==> config.mk <==
export PLATFORM = sky130hd
export DESIGN_NAME = tap_window_cal
export DESIGN_NICKNAME = d
export VERILOG_FILES = /design/src/rtl/tap_cal_pkg.sv /design/src/rtl/tap_len_select.sv /design/src/rtl/tap_sweep_ctrl.sv /design/src/rtl/tap_pass_map.sv /design/src/rtl/tap_run_tracker.sv /design/src/rtl/tap_window_cal.sv
export SDC_FILE = /design/constraint.sdc
export NUM_CORES = 1
export LEC_CHECK = 0
export BUFFER_PORTS_ARGS = -buffer_cell sky130_fd_sc_hd__buf_2
export CORE_MARGIN = 10
export CORE_UTILIZATION = 27
export DETAILED_ROUTE_END_ITERATION = 16
export PLACE_DENSITY = 0.53
export SYNTH_ARGS = -nofsm -noshare
export SYNTH_HDL_FRONTEND = slang
export SYNTH_SLANG_ARGS = --single-unit
==> constraint.sdc <==
create_clock -name clk -period 2.61 [get_ports clk]
set_input_delay 0.522 -clock clk [delete_from_list [all_inputs] [get_ports clk]]
set_output_delay 0.522 -clock clk [all_outputs]
set_load 0.005 [all_outputs]
==> src/rtl/tap_cal_pkg.sv <==
package tap_cal_pkg;

  typedef enum logic [1:0] {
    SW_IDLE  = 2'd0,
    SW_PROBE = 2'd1,
    SW_GAP   = 2'd2,
    SW_DONE  = 2'd3
  } sweep_state_t;

  // Centre of a run: its first tap plus half its length, rounded down.
  function automatic int unsigned run_centre(input int unsigned first_tap,
                                             input int unsigned len);
    return first_tap + (len >> 1);
  endfunction

  // Sweep length chosen from target kind, with an optional forced choice.
  function automatic int unsigned pick_taps(input logic card, input logic force_en,
                                            input logic force_long,
                                            input int unsigned short_n,
                                            input int unsigned long_n);
    logic use_long;
    use_long = force_en ? force_long : card;
    return use_long ? long_n : short_n;
  endfunction

endpackage

==> src/rtl/tap_len_select.sv <==
module tap_len_select #(
  parameter int SHORT_TAPS = 32,
  parameter int LONG_TAPS  = 64,
  parameter int CNT_W      = 7
) (
  input  logic             clk,
  input  logic             rst_n,
  input  logic             load,
  input  logic             cfg_card,
  input  logic             cfg_force,
  input  logic             cfg_force_long,
  output logic [CNT_W-1:0] sweep_cnt
);
  import tap_cal_pkg::*;

  logic [CNT_W-1:0] cnt_next;

  always_comb begin
    cnt_next = CNT_W'(pick_taps(cfg_card, cfg_force, cfg_force_long,
                                SHORT_TAPS, LONG_TAPS));
  end

  always_ff @(posedge clk or negedge rst_n) begin
    if (!rst_n)    sweep_cnt <= CNT_W'(SHORT_TAPS);
    else if (load) sweep_cnt <= cnt_next;
  end


  len_legal_chk: assert property (@(posedge clk) disable iff (!rst_n)
    (sweep_cnt == CNT_W'(SHORT_TAPS)) || (sweep_cnt == CNT_W'(LONG_TAPS)));


  len_held_chk: assert property (@(posedge clk) disable iff (!rst_n)
    !load |=> $stable(sweep_cnt));

endmodule

==> src/rtl/tap_sweep_ctrl.sv <==
module tap_sweep_ctrl #(
  parameter int TAP_W = 6,
  parameter int CNT_W = 7
) (
  input  logic                      clk,
  input  logic                      rst_n,
  input  logic                      start,
  input  logic [CNT_W-1:0]          sweep_cnt,
  input  logic                      res_valid,
  output tap_cal_pkg::sweep_state_t state,
  output logic [TAP_W-1:0]          tap,
  output logic                      test_req,
  output logic                      clear_ev,
  output logic                      accept_ev,
  output logic                      finish_ev
);
  import tap_cal_pkg::*;

  sweep_state_t state_nx;
  logic         last_tap;

  always_comb begin
    clear_ev  = start && (state == SW_IDLE || state == SW_DONE);
    accept_ev = (state == SW_PROBE) && res_valid;
    last_tap  = (CNT_W'(tap) == (sweep_cnt - 1'b1));
    finish_ev = accept_ev && last_tap;
    test_req  = (state == SW_PROBE);
  end

  always_comb begin
    state_nx = state;
    unique case (state)
      SW_IDLE:  if (clear_ev) state_nx = SW_PROBE;
      SW_PROBE: if (accept_ev) state_nx = last_tap ? SW_DONE : SW_GAP;
      SW_GAP:   state_nx = SW_PROBE;
      SW_DONE:  if (clear_ev) state_nx = SW_PROBE;
      default:  state_nx = SW_IDLE;
    endcase
  end

  always_ff @(posedge clk or negedge rst_n) begin
    if (!rst_n) begin
      state <= SW_IDLE;
      tap   <= '0;
    end else begin
      state <= state_nx;
      if (clear_ev)                   tap <= '0;
      else if (accept_ev && !last_tap) tap <= tap + 1'b1;
    end
  end


  req_hold_chk: assert property (@(posedge clk) disable iff (!rst_n)
    test_req && !res_valid |=> test_req && $stable(tap));


  gap_step_chk: assert property (@(posedge clk) disable iff (!rst_n)
    state == SW_GAP |-> !test_req && (tap == $past(tap) + 1'b1));


  done_hold_chk: assert property (@(posedge clk) disable iff (!rst_n)
    state == SW_DONE && !start |=> state == SW_DONE);


  start_busy_chk: assert property (@(posedge clk) disable iff (!rst_n)
    start && state == SW_PROBE && !res_valid |=> state == SW_PROBE && $stable(tap));

endmodule

==> src/rtl/tap_pass_map.sv <==
module tap_pass_map #(
  parameter int MAX_TAPS = 64,
  parameter int TAP_W    = 6
) (
  input  logic                clk,
  input  logic                rst_n,
  input  logic                clear_ev,
  input  logic                accept_ev,
  input  logic [TAP_W-1:0]    tap,
  input  logic                pass_bit,
  output logic [MAX_TAPS-1:0] pass_map
);

  for (genvar g = 0; g < MAX_TAPS; g++) begin : g_bit
    logic hit;
    assign hit = accept_ev && (tap == TAP_W'(g));
    always_ff @(posedge clk or negedge rst_n) begin
      if (!rst_n)        pass_map[g] <= 1'b0;
      else if (clear_ev) pass_map[g] <= 1'b0;
      else if (hit)      pass_map[g] <= pass_bit;
    end
  end


  map_quiet_chk: assert property (@(posedge clk) disable iff (!rst_n)
    !accept_ev && !clear_ev |=> $stable(pass_map));


  map_write_chk: assert property (@(posedge clk) disable iff (!rst_n)
    accept_ev && !clear_ev |=> pass_map[$past(tap)] == $past(pass_bit));

endmodule

==> src/rtl/tap_run_tracker.sv <==
module tap_run_tracker #(
  parameter int TAP_W = 6,
  parameter int LEN_W = 7
) (
  input  logic             clk,
  input  logic             rst_n,
  input  logic             clear_ev,
  input  logic             accept_ev,
  input  logic [TAP_W-1:0] tap,
  input  logic             pass_bit,
  output logic [TAP_W-1:0] best_start,
  output logic [LEN_W-1:0] best_len
);

  logic [TAP_W-1:0] cur_start, run_first;
  logic [LEN_W-1:0] cur_len, run_len_nx;
  logic             beats_best;

  always_comb begin
    run_first  = (cur_len == '0) ? tap : cur_start;
    run_len_nx = cur_len + 1'b1;
    // Strict compare: an equal later run never displaces an earlier one.
    beats_best = accept_ev && pass_bit && (run_len_nx > best_len);
  end

  always_ff @(posedge clk or negedge rst_n) begin
    if (!rst_n) begin
      cur_start  <= '0;
      cur_len    <= '0;
      best_start <= '0;
      best_len   <= '0;
    end else if (clear_ev) begin
      cur_start  <= '0;
      cur_len    <= '0;
      best_start <= '0;
      best_len   <= '0;
    end else if (accept_ev) begin
      if (pass_bit) begin
        cur_start <= run_first;
        cur_len   <= run_len_nx;
      end else begin
        cur_len   <= '0;
      end
      if (beats_best) begin
        best_start <= run_first;
        best_len   <= run_len_nx;
      end
    end
  end


  best_grow_chk: assert property (@(posedge clk) disable iff (!rst_n)
    !clear_ev |=> best_len >= $past(best_len));


  run_bound_chk: assert property (@(posedge clk) disable iff (!rst_n)
    accept_ev |-> ({1'b0, cur_len} <= (LEN_W + 1)'(tap)));

endmodule

==> src/rtl/tap_window_cal.sv <==
module tap_window_cal #(
  parameter int MAX_TAPS   = 64,
  parameter int SHORT_TAPS = 32,
  parameter int TAP_W      = $clog2(MAX_TAPS),
  parameter int LEN_W      = $clog2(MAX_TAPS + 1)
) (
  input  logic                clk,
  input  logic                rst_n,
  input  logic                start,
  input  logic                cfg_card,
  input  logic                cfg_force,
  input  logic                cfg_force_long,
  output logic                test_req,
  input  logic                res_valid,
  input  logic                res_pass,
  output logic [TAP_W-1:0]    delay_tap,
  output logic [MAX_TAPS-1:0] pass_map,
  output logic [LEN_W-1:0]    run_len,
  output logic                done,
  output logic                fail
);
  import tap_cal_pkg::*;

  sweep_state_t     state;
  logic [LEN_W-1:0] sweep_cnt;
  logic [TAP_W-1:0] tap;
  logic             clear_ev, accept_ev, finish_ev;
  logic [TAP_W-1:0] best_start;
  logic [LEN_W-1:0] best_len;
  logic [TAP_W-1:0] centre_tap;

  tap_len_select #(.SHORT_TAPS(SHORT_TAPS), .LONG_TAPS(MAX_TAPS), .CNT_W(LEN_W)) u_len (
    .clk(clk), .rst_n(rst_n), .load(clear_ev),
    .cfg_card(cfg_card), .cfg_force(cfg_force), .cfg_force_long(cfg_force_long),
    .sweep_cnt(sweep_cnt)
  );

  tap_sweep_ctrl #(.TAP_W(TAP_W), .CNT_W(LEN_W)) u_ctrl (
    .clk(clk), .rst_n(rst_n), .start(start), .sweep_cnt(sweep_cnt),
    .res_valid(res_valid), .state(state), .tap(tap), .test_req(test_req),
    .clear_ev(clear_ev), .accept_ev(accept_ev), .finish_ev(finish_ev)
  );

  tap_pass_map #(.MAX_TAPS(MAX_TAPS), .TAP_W(TAP_W)) u_map (
    .clk(clk), .rst_n(rst_n), .clear_ev(clear_ev), .accept_ev(accept_ev),
    .tap(tap), .pass_bit(res_pass), .pass_map(pass_map)
  );

  tap_run_tracker #(.TAP_W(TAP_W), .LEN_W(LEN_W)) u_run (
    .clk(clk), .rst_n(rst_n), .clear_ev(clear_ev), .accept_ev(accept_ev),
    .tap(tap), .pass_bit(res_pass), .best_start(best_start), .best_len(best_len)
  );

  always_comb begin
    centre_tap = TAP_W'(run_centre(32'(best_start), 32'(best_len)));
    done       = (state == SW_DONE);
    fail       = done && (best_len == '0);
    run_len    = best_len;
    unique case (state)
      SW_PROBE, SW_GAP: delay_tap = tap;
      SW_DONE:          delay_tap = fail ? '0 : centre_tap;
      default:          delay_tap = '0;
    endcase
  end


  done_edge_chk: assert property (@(posedge clk) disable iff (!rst_n)
    finish_ev |=> done && !test_req);


  pick_pass_chk: assert property (@(posedge clk) disable iff (!rst_n)
    done && !fail |-> pass_map[delay_tap]);


  len_fit_chk: assert property (@(posedge clk) disable iff (!rst_n)
    done |-> run_len <= sweep_cnt);


  fail_zero_chk: assert property (@(posedge clk) disable iff (!rst_n)
    fail |-> pass_map == '0);

endmodule

==> run_results.csv, run 1 <==
group,metric,value,unit
yosys,synthSimpleGateAreaFrac,0.188,
sta,hold_viol_final,0,
yosys,synth_compound_gate_area_share,0.140,
status,violations,"setup timing",
power,power_density,760,mW/mm^2
clock_tree,clock_latency,0.36,ns
worst_setup_path,cp-startpoint,"u_run.best_len[1]",
worst_setup_path,path_buf_inv,1,
worst_setup_path,path_delay_family,"compound AO/OA/AOI/OAI gates",
sta,rsz0062_at_grt,"yes",
sta,max_freq,0.367,GHz
clock_tree,cts_hold_buf,0,
drt,firstDrtPassIters,5,
sta,whs,0.0963,ns
global_route,grt_antenna_before_repair,0,
sta,period_share,1.04,
floorplan,die_area,0.0257,mm^2
sta,max-slew-margin-rel,0.541,
yosys,synth-xor-area-share,0.0231,
floorplan,chipHeight,160,um
floorplan,dieWidth,160,um
yosys,syn_nets,605,
yosys,syn_inst,575,
worst_setup_path,timing.rr.start,"u_run.cur_len[0]",
cells_and_area,final_layout_size_suffix_gt1_frac,0.229,
clock_tree,numCtsBuffers,9,
power,peakVddDrop,0.000372,V
worst_setup_path,end_kind,"primary output",
yosys,synth_fa_ha_area_frac,0.0533,
sta,finalSetupViolations,3,
worst_setup_path,required,2.09,ns
global_route,grt_pass1_wl,26500,um
global_route,grt_pass1_vias,4573,
yosys,syn_area_per_cell,9.23,um^2
global_route,overflow,0,
drt,drt-initial-drc-count,369,
sta,worst_slew_pin_slew,0.688,ns
worst_setup_path,cp_max_fo,4,
status,status,"finished, violations left",
placed_design,place_ws,0.0274,ns
placed_design,routabilityCongestion,0.761,
cells_and_area,fin_cells,934,
cells_and_area,final_nets,694,
worst_setup_path,crit_slowest_cell,"or4_4",
cells_and_area,fill_cells,2076,
worst_setup_path,path_cells,"or4_4 -> o41ai_4 -> nor3b_1 -> a221o_1 -> buf_2",
yosys,ys_types,43,
yosys,synthMuxAreaShare,0.0792,
drt,ant_nets,0,
worst_setup_path,start_kind,"flop",
global_route,grt_start_max_net_pins,99,
power,total_power,4.94,mW
floorplan,core,0.0194,mm^2
job,cap_viol_max_count,0,
cells_and_area,n_antenna_cell,0,
clock_tree,cts_tree,"done",
drt,wirelength,16300,um
worst_setup_path,worst-r2r-cell-count,11,
floorplan,ios,88,
clock_tree,cts_max_path_buffers,2,
clock_tree,clk_pin_slew,0.07,ns
worst_setup_path,r2r_slack,0.17,ns
drt,vias,4524,
floorplan,start_util,0.274,
worst_setup_path,timing.rr.end,"u_run.best_start[5]",
worst_hold_path,min_path_type,"in -> async",
worst_setup_path,critical_path_class,"reg -> out",
sta,fin_skew,0.0118,ns
drt,drcViolationCount,0,
power,p_leak,3.06,nW
yosys,ys_warn_count,0,
floorplan,std_cell_rows,51,
clock_tree,cts.htree.levels,3,
sta,finalCriticalPeriod,2.72,ns
placed_design,hpwl,11400,um
sta,drv_slew,0,
drt,via_per_inst,4.84,
drt,avgRoutedWirePerCell,17.4,um
yosys,seq_area_frac_synth,0.472,
yosys,syn-cell-area,0.00531,mm^2
yosys,synth_top_family_by_area,"simple AND/OR/NAND/NOR gates",
clock_tree,clock-root-buffer,"clkbuf_16",
yosys,ys_ff_latch,100,
worst_setup_path,cp.arrival,2.20,ns
sta,fin_ws,-0.115,ns
placed_design,port_buffers,87,
worst_setup_path,max_stage_delay,0.55,ns
clock_tree,cts.sinks,100,
placed_design,dp_cells,914,
global_route,globalRouteTotalUtil,0.127,
cells_and_area,syn2layout_area_growth,22.4,%
-- logic make-up after synthesis --
group,after synthesis
simple gates,210
compound gates,126
flops,100
buf+inv,61
mux,42
fa+ha+maj,22
xor+xnor,14
-- synth_stat cells --
cell type / n / area, um^2
dfrtp_1: 99 / 2480
nor2_1: 94 / 353
a21oi_1: 55 / 275
mux2i_1: 42 / 420
o21ai_0: 36 / 180
clkbuf_1: 33 / 124
nand2_1: 29 / 109
nand4_1: 25 / 156
nand3_1: 22 / 110
ha_1: 21 / 263
inv_1: 17 / 63.8
xnor2_1: 10 / 87.6
buf_2: 9 / 45.0
a22oi_1: 8 / 60.1
and2_1: 8 / 50.1
a211oi_1: 7 / 52.6
o31ai_1: 7 / 52.6
nor2b_1: 6 / 37.5
a21o_1: 5 / 37.5
and3_1: 4 / 25.0
nand3b_1: 4 / 30.0
nor3_1: 4 / 20.0
nor4_1: 4 / 25.0
xor2_1: 4 / 35.0
buf_1: 2 / 7.51
nand4b_1: 2 / 17.5
nor3b_1: 2 / 15.0
a21oi_2: 1 / 8.76
a221o_1: 1 / 10.0
dfstp_2: 1 / 26.3
fa_1: 1 / 20.0
nand2b_1: 1 / 6.26
nor3_2: 1 / 10.0
o211a_1: 1 / 10.0
o211ai_1: 1 / 7.51
o21a_1: 1 / 7.51
o21ai_1: 1 / 5.00
o21bai_1: 1 / 7.51
o41ai_4: 1 / 27.5
or2_2: 1 / 6.26
or3_1: 1 / 6.26
or3b_2: 1 / 8.76
or4_4: 1 / 11.3
-- state kept, by name, summed over array words and instances (netlist names) --
| name | count |
|---|---|
| u_run.cur_start | 6 |
| u_ctrl.state | 2 |
| u_run.best_start | 6 |
| u_run.best_len | 7 |
| u_ctrl.tap | 6 |
| u_map.pass_map | 64 |
| u_run.cur_len | 7 |
| u_len.sweep_cnt | 2 |
-- report_power, final --
| part | internal, mW | total, mW | switching (mW) |
|---|---|---|---|
| clock network | 0.675 | 1.28 | 0.609 |
| logic | 0.642 | 1.84 | 1.20 |
| registers | 1.69 | 1.82 | 0.127 |
| total | 3.01 | 4.94 | 1.93 |
-- repair_timing --
item                       in CTS  in global routing
setup endpoints to repair       5                 19
gates resized for setup         4                  6
gates cloned                    0                  0
buffers inserted                4                  0
pin swaps                       2                  0
-- through the flow --
step / cell area [um^2] / utilization / setup TNS (ns)
2_1_floorplan: 5310 / - / 0
3_3_place_gp: 6170 / 0.318 / 0
3_5_place_dp: 6170 / 0.318 / 0
4_1_cts: 6480 / 0.334 / -0.173
5_1_grt: 6500 / 0.335 / -0.691
6_report: 6500 / 0.335 / -0.144
-- worst reg2reg max path: cells and delay by family (launching register included) --
| family | cells | cell delay, ns |
|---|---|---|
| buffers and inverters | 3 | 0.40 |
| flip-flops | 1 | 0.35 |
| AND/OR/NAND/NOR | 1 | 0.21 |
| AO/OA/AOI/OAI | 5 | 0.79 |
| adder cells (fa/ha/maj) | 1 | 0.28 |
| XOR/XNOR | 1 | 0.24 |
-- layout by cell type, fill, tap and decap left out, types with 2 or more instances in the layout --
cell type / count
a211oi_1: 6
a21o_1: 5
a21oi_1: 52
a21oi_2: 4
a22oi_1: 8
and2_1: 8
and3_1: 4
buf_12: 2
buf_2: 86
buf_4: 34
clkbuf_1: 3
clkbuf_16: 9
clkinvlp_4: 3
dfrtp_1: 98
ha_1: 20
inv_1: 16
mux2i_1: 42
nand2_1: 29
nand3_1: 22
nand3b_1: 4
nand4_1: 25
nand4b_1: 2
nor2_1: 92
nor2_2: 2
nor2b_1: 5
nor3_1: 4
nor3b_1: 2
nor4_1: 4
o21ai_0: 36
o31ai_1: 7
xnor2_1: 10
xor2_1: 4
-- worst max path at each step --
stage / endpoint / slack, ns / cells after the start
2_1_floorplan: u_run.best_start[3] / 0.26 / 10
3_3_place_gp: u_run.best_start[2] / 0.06 / 9
3_5_place_dp: u_run.best_start[3] / 0.03 / 10
4_1_cts: delay_tap[5] / -0.12 / 5
5_1_grt: delay_tap[5] / -0.20 / 5
6_report: delay_tap[5] / -0.11 / 5
-- final cells by class --
type / count / area [um^2] / area share
Sequential cell: 100 / 2500 / 0.386
Clock buffer: 13 / 250 / 0.0385
Multi-Input combinational cell: 414 / 2600 / 0.400
Timing Repair Buffer: 122 / 726 / 0.112
Clock inverter: 3 / 22.5 / 0.00347
Inverter: 17 / 63.8 / 0.00982
Tap cell: 265 / 332 / 0.0510
-- layer usage --
metal	vias to the layer above	wire (um)	GRT usage
li1	2191	-	-
met1	2231	7940	0.174
met2	88	7470	0.195
met3	14	615	0.0239
met4	0	245	0.0463
met5	-	0	0
Note: power is estimated with default switching activity, not from simulation.
==> inputs of run 2 (changes only) <==
- PLACE_DENSITY: 0.53 -> unset
==> run 2 against run 1 <==
Effect of this change:
- the flow still finishes with violations (setup timing)
- critical path depth unchanged
- clock power up 7%
- clock-buffer cell count down 3
- power up 3.3%
- first-iteration DRC count up 5.7%
==> run_results.csv, run 2 (synthesis results as in run 1) <==
group,metric,value,unit
worst_hold_path,min_path_type,"in -> async",
drt,wirelength,15900,um
sta,fin_skew,0.0102,ns
sta,fin_setup_tns,-0.220,ns
sta,whs,0.165,ns
sta,drv_slew,0,
power,p_sw,1.96,mW
drt,drt-initial-drc-count,390,
drt,ant_nets,0,
placed_design,hpwl,11500,um
drt,dr.max_layer_used,"met4",
status,violations,"setup timing",
clock_tree,cts_tree,"done",
global_route,grt_pass1_wl,25500,um
clock_tree,clock_latency,0.36,ns
floorplan,start_util,0.274,
drt,via_per_inst,4.88,
worst_setup_path,critical_path_class,"reg -> out",
power,total_power,5.10,mW
power,power_switching_share,0.384,
drt,met2WireLength,7720,um
job,cap_viol_max_count,0,
global_route,grt_pass1_vias,4475,
clock_tree,cts.sinks,100,
sta,worst_slew_pin_slew,0.707,ns
drt,drcViolationCount,0,
placed_design,port_buffers,87,
clock_tree,cts_max_path_buffers,2,
cells_and_area,regMostFlops,"u_map.pass_map",
cells_and_area,final_cell_mix,"dfrtp_1 (99), nor2_1 (92), buf_2 (86)",
power,p_leak,3.09,nW
floorplan,dieWidth,160,um
cells_and_area,final_nets,694,
power,peakVddDrop,0.000367,V
worst_setup_path,start_kind,"flop",
cells_and_area,final_layout_size_suffix_gt1_frac,0.232,
global_route,grt_start_max_net_pins,68,
power,p_comb_frac,0.374,
worst_setup_path,cp-startpoint,"u_run.best_len[1]",
cells_and_area,multiInputGateArea,0.00261,mm^2
clock_tree,cts.htree.levels,3,
sta,hold_viol_final,0,
worst_setup_path,r2r_slack,0.22,ns
floorplan,ios,88,
cells_and_area,final_common_cell,"dfrtp_1",
global_route,overflow,0,
worst_setup_path,worst-r2r-cell-count,10,
clock_tree,numCtsBuffers,9,
status,status,"finished, violations left",
drt,avgRoutedWirePerCell,17.1,um
drt,firstDrtPassIters,4,
worst_setup_path,end_kind,"primary output",
clock_tree,clk_pin_slew,0.07,ns
cells_and_area,fin_cells,934,
power,intPower,3.14,mW
drt,vias,4556,
sta,fin_ws,-0.145,ns
drt,wl_met1,7350,um
power,clkPwrFrac,0.269,
placed_design,dp_cells,913,
floorplan,core,0.0194,mm^2
drt,wl_met3,597,um
cells_and_area,largest_reg_flops,64,
placed_design,routabilityCongestion,0.820,
power,power_density,778,mW/mm^2
cells_and_area,syn2layout_area_growth,23.6,%
worst_setup_path,required,2.09,ns
sta,max_freq,0.363,GHz
cells_and_area,top_regs,"u_map.pass_map (64), u_run.best_len (7), u_run.cur_len (7)",
sta,rsz0062_at_grt,"yes",
power,pwr-share-seq,0.358,
floorplan,std_cell_rows,51,
worst_setup_path,timing.rr.start,"u_run.cur_len[2]",
worst_setup_path,timing.rr.end,"u_run.best_start[5]",
worst_setup_path,cp_max_fo,4,
cells_and_area,fill_cells,2057,
sta,finalSetupViolations,2,
floorplan,chipHeight,160,um
sta,max-slew-margin-rel,0.529,
worst_setup_path,worstSetupEndpoint,"delay_tap[5]",
cells_and_area,n_antenna_cell,0,
cells_and_area,register_area,0.00250,mm^2
sta,finalCriticalPeriod,2.76,ns
global_route,grt_antenna_before_repair,0,
floorplan,die_area,0.0257,mm^2
sta,period_share,1.06,
worst_setup_path,cp.arrival,2.23,ns
global_route,globalRouteTotalUtil,0.122,
clock_tree,clock-root-buffer,"clkbuf_16",
## run 2: cell type report
cell class,count,area share
clock buffer,10,0.0349
clock inverter,6,0.0109
inverter,17,0.00973
multi-input combinational,414,0.398
sequential,100,0.382
tap,265,0.0505
timing repair buffer,122,0.114
## run 2: worst max-delay path: stages, from the launching register on
cell and delay, ns:
dfrtp_1 0.42, or4_4 0.55, o41ai_4 0.32, nor3b_1 0.10, a221o_1 0.36, buf_2 0.13
## run 2: per-stage QoR
stage / setup WS (ns) / util / area (um^2)
2_1_floorplan: 0.264 / - / 5310
3_3_place_gp: 0.0133 / 0.319 / 6180
3_5_place_dp: -0.0520 / 0.319 / 6180
4_1_cts: -0.135 / 0.336 / 6530
5_1_grt: -0.220 / 0.338 / 6560
6_report: -0.145 / 0.338 / 6560
## run 2: timing repair
| item | in CTS | in global routing |
|---|---|---|
| endpoints found under the setup margin | 15 | 16 |
| endpoints found under the hold margin | 0 | 0 |
| pin swaps | 1 | 5 |
| resized for setup | 5 | 7 |
| buffers inserted | 4 | 1 |
| hold buffers | 0 | 0 |
## run 2: worst min-delay path by stage
stage	end	slack, ns	depth (start not counted)
after global placement	u_len.sweep_cnt[5]	0.46	2
after global routing	u_map.pass_map[3]	0.21	1
final	u_map.pass_map[3]	0.17	1
after floorplan	u_ctrl.state[0]	0.23	0
after CTS	u_map.pass_map[3]	0.19	1
after detailed placement	u_len.sweep_cnt[5]	0.46	2
## run 2: metal layers
layer  up-vias  track usage
met3        18       0.0247
met4         0       0.0422
met2        95        0.197
met1      2253        0.159
li1       2190            -
met5         -            0
## run 2: power groups by stage
stage                     Combinational, mW  Clock (mW)  Sequential [mW]
final                                  1.91        1.37             1.83
after CTS                              1.88        1.41             1.83
after detailed placement               1.84           0             1.86
after global routing                   2.10        1.46             1.84
after floorplan                        1.16           0             1.81
after global placement                 1.84           0             1.85
==> inputs of run 3 (changes only) <==
- CELL_PAD_IN_SITES_DETAIL_PLACEMENT: unset -> 0
- CELL_PAD_IN_SITES_GLOBAL_PLACEMENT: unset -> 1
- PLACE_DENSITY_LB_ADDON: unset -> 0.1
==> run 3 against run 2 <==
Effect of this change:
- the run still ends with setup timing left
- combinational power increased by 4%
- clock power about the same
- clock skew shrank 0.0016 ns
- final area is 0.74% higher
- sequential share of layout area fell by 0.24 points
- clock-buffer cell count stayed put
- critical path type unchanged
- flip-flop and latch count unchanged
- critical path depth did not move
- register-to-register slack about the same
- first-iteration DRC count decreased by 47%
==> run_results.csv, run 3 (synthesis results as in run 1) <==
group,metric,value,unit
clock_tree,clk_pin_slew,0.07,ns
worst_setup_path,timing.rr.start,"u_run.cur_len[0]",
drt,drcViolationCount,0,
cells_and_area,largest_reg_flops,64,
drt,wirelength,17600,um
clock_tree,cts.htree.levels,3,
worst_setup_path,timing.rr.end,"u_run.best_start[0]",
placed_design,routabilityCongestion,0.756,
global_route,overflow,0,
sta,fin_ws,-0.127,ns
floorplan,ios,88,
floorplan,chipHeight,160,um
worst_setup_path,critical_path_class,"reg -> out",
status,status,"finished, violations left",
cells_and_area,n_antenna_cell,0,
cells_and_area,regMostFlops,"u_map.pass_map",
drt,drt-initial-drc-count,206,
cells_and_area,final_cell_mix,"dfrtp_1 (97), nor2_1 (93), buf_2 (86)",
sta,finalSetupViolations,5,
worst_hold_path,min_path_type,"reg -> reg",
clock_tree,numCtsBuffers,9,
power,total_power,5.15,mW
cells_and_area,syn2layout_area_growth,24.5,%
sta,drv_slew,0,
global_route,globalRouteTotalUtil,0.139,
clock_tree,cts_max_path_buffers,2,
floorplan,core,0.0194,mm^2
sta,worst_slew_pin_slew,0.715,ns
power,p_leak,3.13,nW
worst_setup_path,cp.arrival,2.21,ns
global_route,grt_pass1_wl,28200,um
global_route,grt_antenna_before_repair,0,
sta,hold_viol_final,0,
drt,via_per_inst,4.85,
placed_design,hpwl,12400,um
worst_setup_path,cp_max_fo,4,
drt,firstDrtPassIters,4,
power,peakVddDrop,0.000365,V
global_route,grt_start_max_net_pins,68,
sta,period_share,1.05,
sta,fin_skew,0.00857,ns
floorplan,start_util,0.274,
worst_hold_path,min_to,"u_len.sweep_cnt[5]",
sta,finalCriticalPeriod,2.74,ns
worst_setup_path,required,2.09,ns
floorplan,die_area,0.0257,mm^2
cells_and_area,utilization,0.341,
clock_tree,cts.sinks,100,
worst_setup_path,end_kind,"primary output",
sta,rsz0062_at_grt,"yes",
placed_design,port_buffers,87,
sta,max-slew-margin-rel,0.523,
cells_and_area,final_common_cell,"dfrtp_1",
worst_setup_path,start_kind,"flop",
placed_design,place_ws,-0.102,ns
worst_setup_path,r2r_slack,0.23,ns
cells_and_area,top_regs,"u_map.pass_map (64), u_run.best_len (7), u_run.cur_len (7)",
cells_and_area,final_layout_size_suffix_gt1_frac,0.240,
drt,vias,4561,
worst_hold_path,hold_depth,2,
cells_and_area,final_nets,701,
job,cap_viol_max_count,0,
worst_setup_path,worst-r2r-cell-count,10,
clock_tree,clock_latency,0.35,ns
clock_tree,cts_tree,"done",
global_route,grt_pass1_vias,4728,
floorplan,dieWidth,160,um
sta,max_freq,0.365,GHz
power,power_density,779,mW/mm^2
cells_and_area,fill_cells,2087,
drt,avgRoutedWirePerCell,18.7,um
clock_tree,clock-root-buffer,"clkbuf_16",
floorplan,std_cell_rows,51,
worst_hold_path,min-delay-start,"u_len.sweep_cnt[5]",
status,violations,"setup timing",
drt,ant_nets,0,
[run 3: per-layer routing]
| metal | wire [um] | global-route usage | up-vias |
|---|---|---|---|
| li1 | - | - | 2200 |
| met1 | 8490 | 0.185 | 2234 |
| met2 | 8110 | 0.215 | 107 |
| met3 | 753 | 0.0326 | 20 |
| met4 | 270 | 0.0463 | 0 |
| met5 | 0 | 0 | - |
[run 3: power by group]
group | switching (mW) | internal [mW]
combinational | 1.26 | 0.717
sequential | 0.137 | 1.69
clock | 0.606 | 0.736
total | 2.00 | 3.14
[run 3: worst max-delay path, stage by stage (launching register included)]
cell     delay (ns)
dfrtp_1        0.43
or4_4          0.56
o41ai_4        0.30
nor3b_1        0.09
a221o_1        0.35
buf_2          0.13
[run 3: cell type report]
class | instances | area [um^2] | share of cell area
clock buffers | 10 | 229 | 0.0346
repair buffers | 129 | 797 | 0.121
multi-input cells | 414 | 2630 | 0.398
inverters | 17 | 63.8 | 0.00966
flip-flops and latches | 100 | 2510 | 0.379
clock inverters | 5 | 53.8 | 0.00814
well taps | 265 | 332 | 0.0502
[run 3: repair_timing]
| action | CTS | global route |
|---|---|---|
| buffers inserted | 5 | 2 |
| gates resized for setup | 7 | 9 |
| endpoints found under the setup margin | 18 | 19 |
| hold buffers | 1 | 0 |
| endpoints found under the hold margin | 2 | 0 |
| cloned | 0 | 0 |
| pin swaps | 2 | 2 |
[run 3: worst max path at each step]
| stage | from | to | slack (ns) |
|---|---|---|---|
| 2_1_floorplan | u_run.cur_len[2] | u_run.best_start[3] | 0.26 |
| 3_3_place_gp | u_run.cur_len[0] | u_run.best_start[0] | -0.03 |
| 3_5_place_dp | u_run.cur_len[0] | u_run.best_start[1] | -0.10 |
| 4_1_cts | u_run.best_len[1] | delay_tap[5] | -0.13 |
| 5_1_grt | u_run.best_len[1] | delay_tap[5] | -0.23 |
| 6_report | u_run.best_len[1] | delay_tap[5] | -0.13 |
[run 3: stage by stage]
stage	cell area, um^2	hold slack (ns)	TNS [ns]	instances
6_report	6610	0.461	-0.282	940
2_1_floorplan	5310	0.226	0	575
3_3_place_gp	6200	0.328	-0.191	917
4_1_cts	6560	0.466	-0.396	938
5_1_grt	6610	0.501	-0.941	940
3_5_place_dp	6200	0.328	-0.848	917
